--- config.mk ---
export PLATFORM = sky130hd
export DESIGN_NAME = prio_irq_ctl
export DESIGN_NICKNAME = d
export VERILOG_FILES = /design/src/rtl/ictl_pkg.sv /design/src/rtl/ictl_regs.sv /design/src/rtl/ictl_src.sv /design/src/rtl/ictl_arb.sv /design/src/rtl/prio_irq_ctl.sv
export SDC_FILE = /design/constraint.sdc
export NUM_CORES = 2
export LEC_CHECK = 0
export BUFFER_PORTS_ARGS = -buffer_cell sky130_fd_sc_hd__clkbuf_2
export CAP_MARGIN = 20
export CORE_MARGIN = 5
export CORE_UTILIZATION = 30
export CTS_BUF_LIST = sky130_fd_sc_hd__clkbuf_16
export DETAILED_ROUTE_END_ITERATION = 8
export PLACE_DENSITY_LB_ADDON = 0.2
export SLEW_MARGIN = 15
export SYNTH_ARGS = -nofsm -noshare
export SYNTH_HDL_FRONTEND = slang
export SYNTH_SLANG_ARGS = --single-unit
export TNS_END_PERCENT = 20
--- constraint.sdc ---
create_clock -name clk -period 102.2 [get_ports clk]
set_clock_uncertainty 0.1 [all_clocks]
set_input_delay 20.44 -clock clk [delete_from_list [all_inputs] [get_ports clk]]
set_output_delay 20.44 -clock clk [all_outputs]
set_load 0.005 [all_outputs]
--- src/rtl/ictl_pkg.sv ---
package ictl_pkg;
    localparam int ADR_ENABLE = 0;
    localparam int ADR_THRESH = 1;
    localparam int ADR_STATUS = 2;
    localparam int CLR_BASE   = 4;
    localparam int MODE_BASE  = 8;
    localparam int PRI_BASE   = 16;
    localparam int NONE_BIT   = 16;

    typedef enum logic [1:0] {
        ST_OFF    = 2'd0,
        ST_IDLE   = 2'd1,
        ST_ACTIVE = 2'd2
    } ctl_state_t;
endpackage

--- src/rtl/ictl_regs.sv ---
module ictl_regs #(
    parameter int NUM_SRC = 64,
    parameter int LVL_W   = 3,
    parameter int DW      = 32,
    parameter int AW      = 6
) (
    input  logic                              clk,
    input  logic                              rst_n,
    input  logic                              wr_en,
    input  logic [AW-1:0]                     addr,
    input  logic [DW-1:0]                     wdata,
    input  logic [DW-1:0]                     stat_word,
    output logic [DW-1:0]                     rdata,
    output logic                              enable,
    output logic [LVL_W-1:0]                  thresh,
    output logic [NUM_SRC-1:0][1:0]           mode,
    output logic [NUM_SRC-1:0][LVL_W-1:0]     level,
    output logic [NUM_SRC-1:0]                clr
);
    import ictl_pkg::*;

    // Write side: every source field decodes its own word address.
    always_ff @(posedge clk or negedge rst_n) begin
        if (!rst_n) begin
            enable <= 1'b0;
            thresh <= '0;
            mode   <= '0;
            level  <= '0;
        end else if (wr_en) begin
            if (int'(addr) == ADR_ENABLE) enable <= wdata[0];
            if (int'(addr) == ADR_THRESH) thresh <= wdata[LVL_W-1:0];
            for (int s = 0; s < NUM_SRC; s++) begin
                if (int'(addr) == MODE_BASE + s / 16)
                    mode[s] <= wdata[2*(s%16) +: 2];
                if (int'(addr) == PRI_BASE + s / 4)
                    level[s] <= wdata[8*(s%4) +: LVL_W];
            end
        end
    end

    // Indexed clear strobes: low half of the word for s%32 < 16, high half otherwise.
    for (genvar s = 0; s < NUM_SRC; s++) begin : g_clr
        localparam int HALF = ((s % 32) < 16) ? 0 : 16;
        always_comb begin
            clr[s] = wr_en
                  && (int'(addr) == CLR_BASE + s / 32)
                  && wdata[HALF + 8]
                  && (int'(wdata[HALF +: 4]) == (s % 16));
        end
    end

    // Read side.
    always_comb begin
        rdata = '0;
        if (int'(addr) == ADR_ENABLE) rdata[0] = enable;
        if (int'(addr) == ADR_THRESH) rdata[LVL_W-1:0] = thresh;
        if (int'(addr) == ADR_STATUS) rdata = stat_word;
        for (int s = 0; s < NUM_SRC; s++) begin
            if (int'(addr) == MODE_BASE + s / 16)
                rdata[2*(s%16) +: 2] = mode[s];
            if (int'(addr) == PRI_BASE + s / 4)
                rdata[8*(s%4) +: LVL_W] = level[s];
        end
    end
endmodule

--- src/rtl/ictl_src.sv ---
module ictl_src (
    input  logic       clk,
    input  logic       rst_n,
    input  logic       raw,
    input  logic [1:0] mode,
    input  logic       clr,
    output logic       req
);
    logic sy1_q, sy2_q, prev_q, lat_q;
    logic edge_hit;

    always_ff @(posedge clk or negedge rst_n) begin
        if (!rst_n) begin
            sy1_q  <= 1'b0;
            sy2_q  <= 1'b0;
            prev_q <= 1'b0;
        end else begin
            sy1_q  <= raw;
            sy2_q  <= sy1_q;
            prev_q <= sy2_q;
        end
    end

    // mode[0] selects rising (1) or falling (0) polarity.
    assign edge_hit = mode[0] ? (sy2_q & ~prev_q) : (~sy2_q & prev_q);

    // A new edge outranks a clear in the same cycle.
    always_ff @(posedge clk or negedge rst_n) begin
        if (!rst_n)          lat_q <= 1'b0;
        else if (!mode[1])   lat_q <= 1'b0;
        else if (edge_hit)   lat_q <= 1'b1;
        else if (clr)        lat_q <= 1'b0;
    end

    assign req = mode[1] ? lat_q : (mode[0] ? sy2_q : ~sy2_q);
endmodule

--- src/rtl/ictl_arb.sv ---
module ictl_arb #(
    parameter int NUM_SRC = 64,
    parameter int LVL_W   = 3,
    localparam int ID_W   = $clog2(NUM_SRC)
) (
    input  logic [NUM_SRC-1:0]            req,
    input  logic [NUM_SRC-1:0][LVL_W-1:0] level,
    input  logic [LVL_W-1:0]              thresh,
    output logic                          valid,
    output logic [ID_W-1:0]               win_id
);
    logic [LVL_W-1:0] best;

    // Source 0 is skipped; strict compare keeps the lowest number on ties.
    always_comb begin
        valid  = 1'b0;
        win_id = '0;
        best   = '0;
        for (int s = 1; s < NUM_SRC; s++) begin
            if (req[s] && (level[s] > thresh) && (!valid || level[s] > best)) begin
                valid  = 1'b1;
                win_id = ID_W'(s);
                best   = level[s];
            end
        end
    end
endmodule

--- src/rtl/prio_irq_ctl.sv ---
module prio_irq_ctl #(
    parameter int NUM_SRC = 64,
    parameter int LVL_W   = 3,
    parameter int DW      = 32,
    parameter int AW      = 6
) (
    input  logic               clk,
    input  logic               rst_n,
    input  logic [NUM_SRC-1:0] req_in,
    input  logic               wr_en,
    input  logic [AW-1:0]      addr,
    input  logic [DW-1:0]      wdata,
    output logic [DW-1:0]      rdata,
    output logic               irq_o
);
    import ictl_pkg::*;
    localparam int ID_W = $clog2(NUM_SRC);

    logic                          enable;
    logic [LVL_W-1:0]              thresh;
    logic [NUM_SRC-1:0][1:0]       mode;
    logic [NUM_SRC-1:0][LVL_W-1:0] level;
    logic [NUM_SRC-1:0]            clr;
    logic [NUM_SRC-1:0]            src_req;
    logic                          arb_valid;
    logic [ID_W-1:0]               arb_id;
    logic [DW-1:0]                 stat_word;
    ctl_state_t                    state_q, state_d;
    logic [ID_W-1:0]               win_q;

    ictl_regs #(.NUM_SRC(NUM_SRC), .LVL_W(LVL_W), .DW(DW), .AW(AW)) u_regs (
        .clk(clk), .rst_n(rst_n), .wr_en(wr_en), .addr(addr), .wdata(wdata),
        .stat_word(stat_word), .rdata(rdata), .enable(enable), .thresh(thresh),
        .mode(mode), .level(level), .clr(clr)
    );

    for (genvar s = 0; s < NUM_SRC; s++) begin : g_src
        ictl_src u_src (
            .clk(clk), .rst_n(rst_n), .raw(req_in[s]), .mode(mode[s]),
            .clr(clr[s]), .req(src_req[s])
        );
    end

    ictl_arb #(.NUM_SRC(NUM_SRC), .LVL_W(LVL_W)) u_arb (
        .req(src_req), .level(level), .thresh(thresh),
        .valid(arb_valid), .win_id(arb_id)
    );

    // Next-state logic.
    always_comb begin
        state_d = state_q;
        unique case (state_q)
            ST_OFF:    if (enable) state_d = arb_valid ? ST_ACTIVE : ST_IDLE;
            ST_IDLE:   if (!enable) state_d = ST_OFF;
                       else if (arb_valid) state_d = ST_ACTIVE;
            ST_ACTIVE: if (!enable) state_d = ST_OFF;
                       else if (!arb_valid) state_d = ST_IDLE;
            default:   state_d = ST_OFF;
        endcase
    end

    // State register, with the winning number captured alongside.
    always_ff @(posedge clk or negedge rst_n) begin
        if (!rst_n) begin
            state_q <= ST_OFF;
            win_q   <= '0;
        end else begin
            state_q <= state_d;
            win_q   <= (state_d == ST_ACTIVE) ? arb_id : '0;
        end
    end

    // Outputs decoded from the state.
    always_comb begin
        irq_o               = (state_q == ST_ACTIVE);
        stat_word           = '0;
        stat_word[NONE_BIT] = (state_q != ST_ACTIVE);
        stat_word[ID_W-1:0] = win_q;
    end
endmodule

======== After elaboration in Yosys (flattened, before gate mapping) ========
Cells that the tools add are included.
storage, ports and cells
  register bits after elaboration ......... 584
  word-level logic and storage cells ...... 1931
operators by class
  $lt $le $gt $ge ......................... 125
  equality and inequality tests ........... 121
  muxes and demuxes ....................... 705
  bitwise operators ....................... 252
  reduce and logical (&&, ||, !) cells .... 344
operators by type and width
  cell                  count
  $mux W1               443
  $mux W3               131
  $gt A3 B3 Y1          125
  $mux W6               33
  $logic_and A1 B1 Y1   194
  $ne A3 B1 Y1 const B  63
  $mux W2               72
  $and A1 B1 Y1         126
  $not A1 Y1            126
  $eq A6 B6 Y1 const B  16
  $mux W5               16
  $eq A4 B4 Y1 const B  16
  $logic_not A1 Y1      62
  $logic_or A1 B1 Y1    62
  $reduce_and A2 Y1     22
  $eq A4 B3 Y1 const B  8
  $mux W4               8
  $eq A6 B5 Y1 const B  4
  $mux W17              1
  $eq A4 B2 Y1 const B  4
  $eq A6 B4 Y1 const B  2
  $eq A4 B1 Y1 const B  2
  $logic_not A4 Y1      2
  $eq A6 B2 Y1 const B  1
  7 further kinds       8

======== Longest topological paths before layout ========
  depth in word-level cells ............... 258
  gate-level depth with buffers ........... 567
  mapped depth without buffers ............ 558

======== Hierarchy ========
From an unflattened synthesis, not the netlist that was laid out.
second synthesis, totals
  cells, all modules ...................... 4056
  area, all modules ....................... 39479.1 µm²
by module, submodules not included
  module        times used  cells an instance  area each (µm²)
  ictl_regs     1           1392               15964.1
  ictl_arb      1           2002               13575.5
  ictl_src      64          10                 150.1
  prio_irq_ctl  1           22                 330.3

======== Least setup slack after synthesis ========
Ideal clock, no wire load.
  kind .................................... register to register
  start ................................... reg u_regs.thresh[2]
  end ..................................... reg win_q[5]
  arrival time ............................ 88.893 ns
  data required time ...................... 101.968 ns
  setup slack ............................. 13.075 ns
  cell stages (with the launch flop) ...... 486
  period minus slack after synthesis ...... 89.125 ns
  cell sequence ........................... dfrtp_1 inv_1 ha_1 nand3_1 o211a_1 o21a_1 nand2_1 ha_1 nor2b_1 o21ai_0 a32oi_1 a21oi_2 a22oi_1 ha_1 nor2b_1 o21a_1 o21ai_0 a21boi_0 [... 450 more ...] a21oi_1 a21oi_1 ha_1 a21o_1 a21oi_1 a31oi_1 o21ai_1 o21ai_0 o22ai_1 ha_1 a21o_1 a21oi_1 a31oi_1 o21ai_0 and2_1 nand2_1 nor3_1 a21oi_1
between the ends
  word-level cells in the longest chain between the ends .. 256
  elaborated cells between the ends (all ways) .. 540
ends and longest elaborated chain
  item                                                     line                                                        text
  start: declaration                                       ictl_regs.sv:15                                             output logic [LVL_W-1:0] thresh,
  $gt A3 B3 Y1                                             ictl_arb.sv:20                                              if (req[s] && (level[s] > thresh) && (!valid || level[s] > best)) begin
  $logic_and A1 B1 Y1                                      ictl_arb.sv:20
  $mux W3 / $mux W1 (equally long branches)                ictl_arb.sv:20
  $gt A3 B3 Y1 / $logic_not A1 Y1 (equally long branches)  ictl_arb.sv:20
  $logic_or A1 B1 Y1                                       ictl_arb.sv:20
  $logic_and A1 B1 Y1                                      ictl_arb.sv:20
  $mux W3 / $mux W1 (equally long branches)                ictl_arb.sv:20
  $gt A3 B3 Y1 / $logic_not A1 Y1 (equally long branches)  ictl_arb.sv:20
  [... 240 more ...]                                       --
  $logic_or A1 B1 Y1                                       ictl_arb.sv:20
  $logic_and A1 B1 Y1                                      ictl_arb.sv:20
  $mux W1                                                  ictl_arb.sv:20
  $mux W2, on equally long branches                        prio_irq_ctl.sv:57, prio_irq_ctl.sv:53, prio_irq_ctl.sv:55
  $mux W2, on equally long branches                        prio_irq_ctl.sv:56, prio_irq_ctl.sv:53, prio_irq_ctl.sv:54
  $pmux W2 S3                                              prio_irq_ctl.sv:52                                          unique case (state_q)
  $eq A2 B2 Y1                                             prio_irq_ctl.sv:69                                          win_q <= (state_d == ST_ACTIVE) ? arb_id : '0;
  $mux W6 (*)                                              prio_irq_ctl.sv:69
  end signal: assignment                                   prio_irq_ctl.sv:69
  end: declaration                                         prio_irq_ctl.sv:29                                          logic [ID_W-1:0] win_q;
Mark *: on every way between the ends. The rest lies on a longest branch, timed or not.
A chain may end at the register's enable or synchronous reset.

======== Final worst setup path ========
  start ................................... reg u_regs.level[3] in the netlist's numbering
  end ..................................... reg win_q[4]
between the ends
  word-level cells in the longest chain between the ends .. 256
  elaborated cells between the ends (all ways) .. 432
ends and longest elaborated chain
  item                                                     line                                                        text
  start: declaration                                       ictl_regs.sv:17                                             output logic [NUM_SRC-1:0][LVL_W-1:0] level,
  start signal: indexed assignment                         ictl_regs.sv:36                                             level[s] <= wdata[8*(s%4) +: LVL_W];
  $gt A3 B3 Y1                                             ictl_arb.sv:20
  $logic_and A1 B1 Y1                                      ictl_arb.sv:20
  $mux W3 / $mux W1 (equally long branches)                ictl_arb.sv:20
  $gt A3 B3 Y1 / $logic_not A1 Y1 (equally long branches)  ictl_arb.sv:20
  $logic_or A1 B1 Y1                                       ictl_arb.sv:20
  $logic_and A1 B1 Y1                                      ictl_arb.sv:20
  $mux W3 / $mux W1 (equally long branches)                ictl_arb.sv:20
  $gt A3 B3 Y1 / $logic_not A1 Y1 (equally long branches)  ictl_arb.sv:20
  [... 240 more ...]                                       --
  $logic_or A1 B1 Y1                                       ictl_arb.sv:20
  $logic_and A1 B1 Y1                                      ictl_arb.sv:20
  $mux W1                                                  ictl_arb.sv:20
  $mux W2, on equally long branches                        prio_irq_ctl.sv:57, prio_irq_ctl.sv:53, prio_irq_ctl.sv:55
  $mux W2, on equally long branches                        prio_irq_ctl.sv:56, prio_irq_ctl.sv:53, prio_irq_ctl.sv:54
  $pmux W2 S3                                              prio_irq_ctl.sv:52
  $eq A2 B2 Y1                                             prio_irq_ctl.sv:69
  $mux W6 (*)                                              prio_irq_ctl.sv:69
Marked as above.

==> run summary <==
Mapped Area -> 37200 um^2
Worst Path Buf+Inv -> 35
Starting Density -> 0.302
Most frequent cells after synthesis -> dfrtp_1, mux2_2, ha_1
Post-synth top area cell -> dfrtp_1
Mapped Cells -> 3830
#FFs+latches synth -> 584
Most used cell, CP -> a21oi_1
CP Max Fanout -> 11
Number of synthesized flops with an enable pin -> 0
Share of flip-flops with an asynchronous set or reset -> 1.00
CP delay by family, top -> compound AO/OA/AOI/OAI gates
RR Startpoint -> u_regs.level[3]
Worst-Skew Late Latency -> 0.67 ns
FF/Latch Area -> 14600 um^2
Drt initial violations -> 2769
Maximum root-to-sink buffer count -> 3
Post-synth cell types -> 101
Global-route wire length before repair -> 215 mm
Clk root buf -> clkbuf_16
Max Clk Rate -> 0.0105 GHz
Fin crit period -> 95.06 ns
Slew Limit Fails -> 0
Core Rows -> 129
Crit. Startpoint -> u_regs.level[3]
Syn_area_per_cell -> 9.72 um^2
Layout Cells excl Fill -> 5773
H-tree depth -> 3
Vias in the first global route -> 30.3k
Die Wd -> 362 um
Top cell type's share of synthesized area -> 0.392
Top Ports -> 138
Initial antenna violation count -> 10
Core Box Area -> 123000 um^2
Antenna Nets Post-Route -> 0
Critical path arrival -> 95.44 ns
Routed wire length -> 149 mm
Total track usage -> 0.222
Worst path max stage delay -> 0.58 ns
Cts-stage hold buffer count -> 0
Status -> finished clean
Syn Nets -> 4256
Die ar. -> 131000 um^2
Die height -> 362 um
GR Overflow Total -> 0
FILL cells -> 12.6k
Most common cell in the netlist -> dfrtp_1
Kind of critical path -> register to register
Area delta synth->final -> 16.7%
Final WS setup -> 7.14 ns
Clk slew on worst S/H paths -> 0.06 ns
CTS buffer count -> 72
Worst Hold Launch -> g_src[27].u_src.sy1_q
Seq/Total Area, Yosys -> 0.392
Final setup fails -> 0
Layout Nets -> 4503
Dpl hpwl -> 112 mm
Slew HR -> 0.192
TritonCTS clock tree -> built
Startpoint Class -> register
Worst slack at placement -> 1.38 ns
Area taken by multi-input logic gates -> 21800 um^2
Dpl cells -> 5607
Share of cells above drive strength 1 -> 0.211
Final worst path period share -> 0.930
Vias/cell -> 5.51
GP Congestion -> 0.932
Top cells by area, synth -> dfrtp_1, ha_1, mux2_2
WL/cell -> 25.9 um
Least-Margin Pin Slew -> 1.20 ns
# clock sinks -> 584
Post-route cell area -> 43500 um^2
DR DRC count -> 0
Drt pass-1 iters -> 6
Total number of vias -> 31.8k
YS warnings -> 0
Port Buffers -> 136
CP endpoint kind -> register
Req. time, crit path -> 102.58 ns
Slowest CP cell -> or4_4
Area post-placement -> 40400 um^2
Worst hold path type -> register to register
Final hold violation count -> 0
Maximum number of pins on one net before global-route repair -> 148
MaxCap Viol Count -> 0
Synth Flop Type -> dfrtp_1
==> registers in the layout, indices dropped and copies added, names as in the netlist <==
name,flops
g_src.u_src.lat_q,63
g_src.u_src.prev_q,63
g_src.u_src.sy1_q,63
g_src.u_src.sy2_q,63
state_q,2
u_regs.enable,1
u_regs.level,192
u_regs.mode,128
u_regs.thresh,3
win_q,6
==> per-stage QoR <==
stage | setup TNS, ns | utilization | hold slack [ns]
floorplan | 0 | - | 0.231
global placement | 0 | 0.327 | 0.232
detailed placement | 0 | 0.327 | 0.235
CTS | 0 | 0.346 | 0.245
global route | -1.22 | 0.352 | 0.253
finish | 0 | 0.352 | 0.242
==> kinds of logic after synthesis <==
logic type,synth area share
fa+ha+maj,0.111
flops,0.392
buf+inv,0.0333
simple gates,0.131
xor+xnor,0.0148
mux,0.116
compound gates,0.201
==> cell type report <==
class,count,area share
well taps,1637,0.0471
clock inverters,55,0.0133
multi-input cells,2922,0.502
flip-flops and latches,584,0.336
clock buffers,72,0.0415
diodes,6,0.000345
repair buffers,271,0.0400
inverters,226,0.0195
==> per-layer routing <==
metal	global-route usage	vias to the layer above	part of all wire
li1	-	14700	-
met1	0.313	15900	0.45
met2	0.352	1064	0.45
met3	0.0368	173	0.072
met4	0.0616	6	0.030
met5	0	-	0.00025
==> cell usage in the layout (no fill, tap or decap), drive strengths merged, types with 12 or more instances in the layout <==
cell type  instances
ha               321
o21a              59
nand3            107
buf              135
a311oi            29
o211ai            22
a21boi            73
nand2            295
a21oi            317
inv              247
a31oi             33
nor3              58
maj3              12
mux2i             21
and2              24
dfrtp            584
nand4             17
clkbuf           208
mux2             343
nor2             314
o31ai             19
xor2              55
or2               15
a22o              13
o211a             26
clkinv            25
a21o              60
a211oi            19
nor2b             69
a221oi            26
nor4              16
a22oi             78
and3              35
or3               19
nand2b            38
o21ai            210
==> final timing paths <==
kind,to,slack (ns),cells past startpoint
worst max-delay path,win_q[4],7.14,503
worst min-delay path,g_src[27].u_src.sy2_q,0.24,0
worst max register to register,win_q[4],7.14,503
worst min register to register,g_src[27].u_src.sy2_q,0.24,0
max in group asynchronous,u_regs.level[12],80.72,2
min in group asynchronous,u_regs.level[160],19.76,1
==> timing repair <==
item,CTS,global route
hold endpoints to repair,0,0
resized for setup,0,90
buffers inserted,0,31
endpoints found under the setup margin,0,6
Power is left out: the tool's default activity adds up to more than one toggle a clock period on the data nets, which glitch-free logic cannot reach.
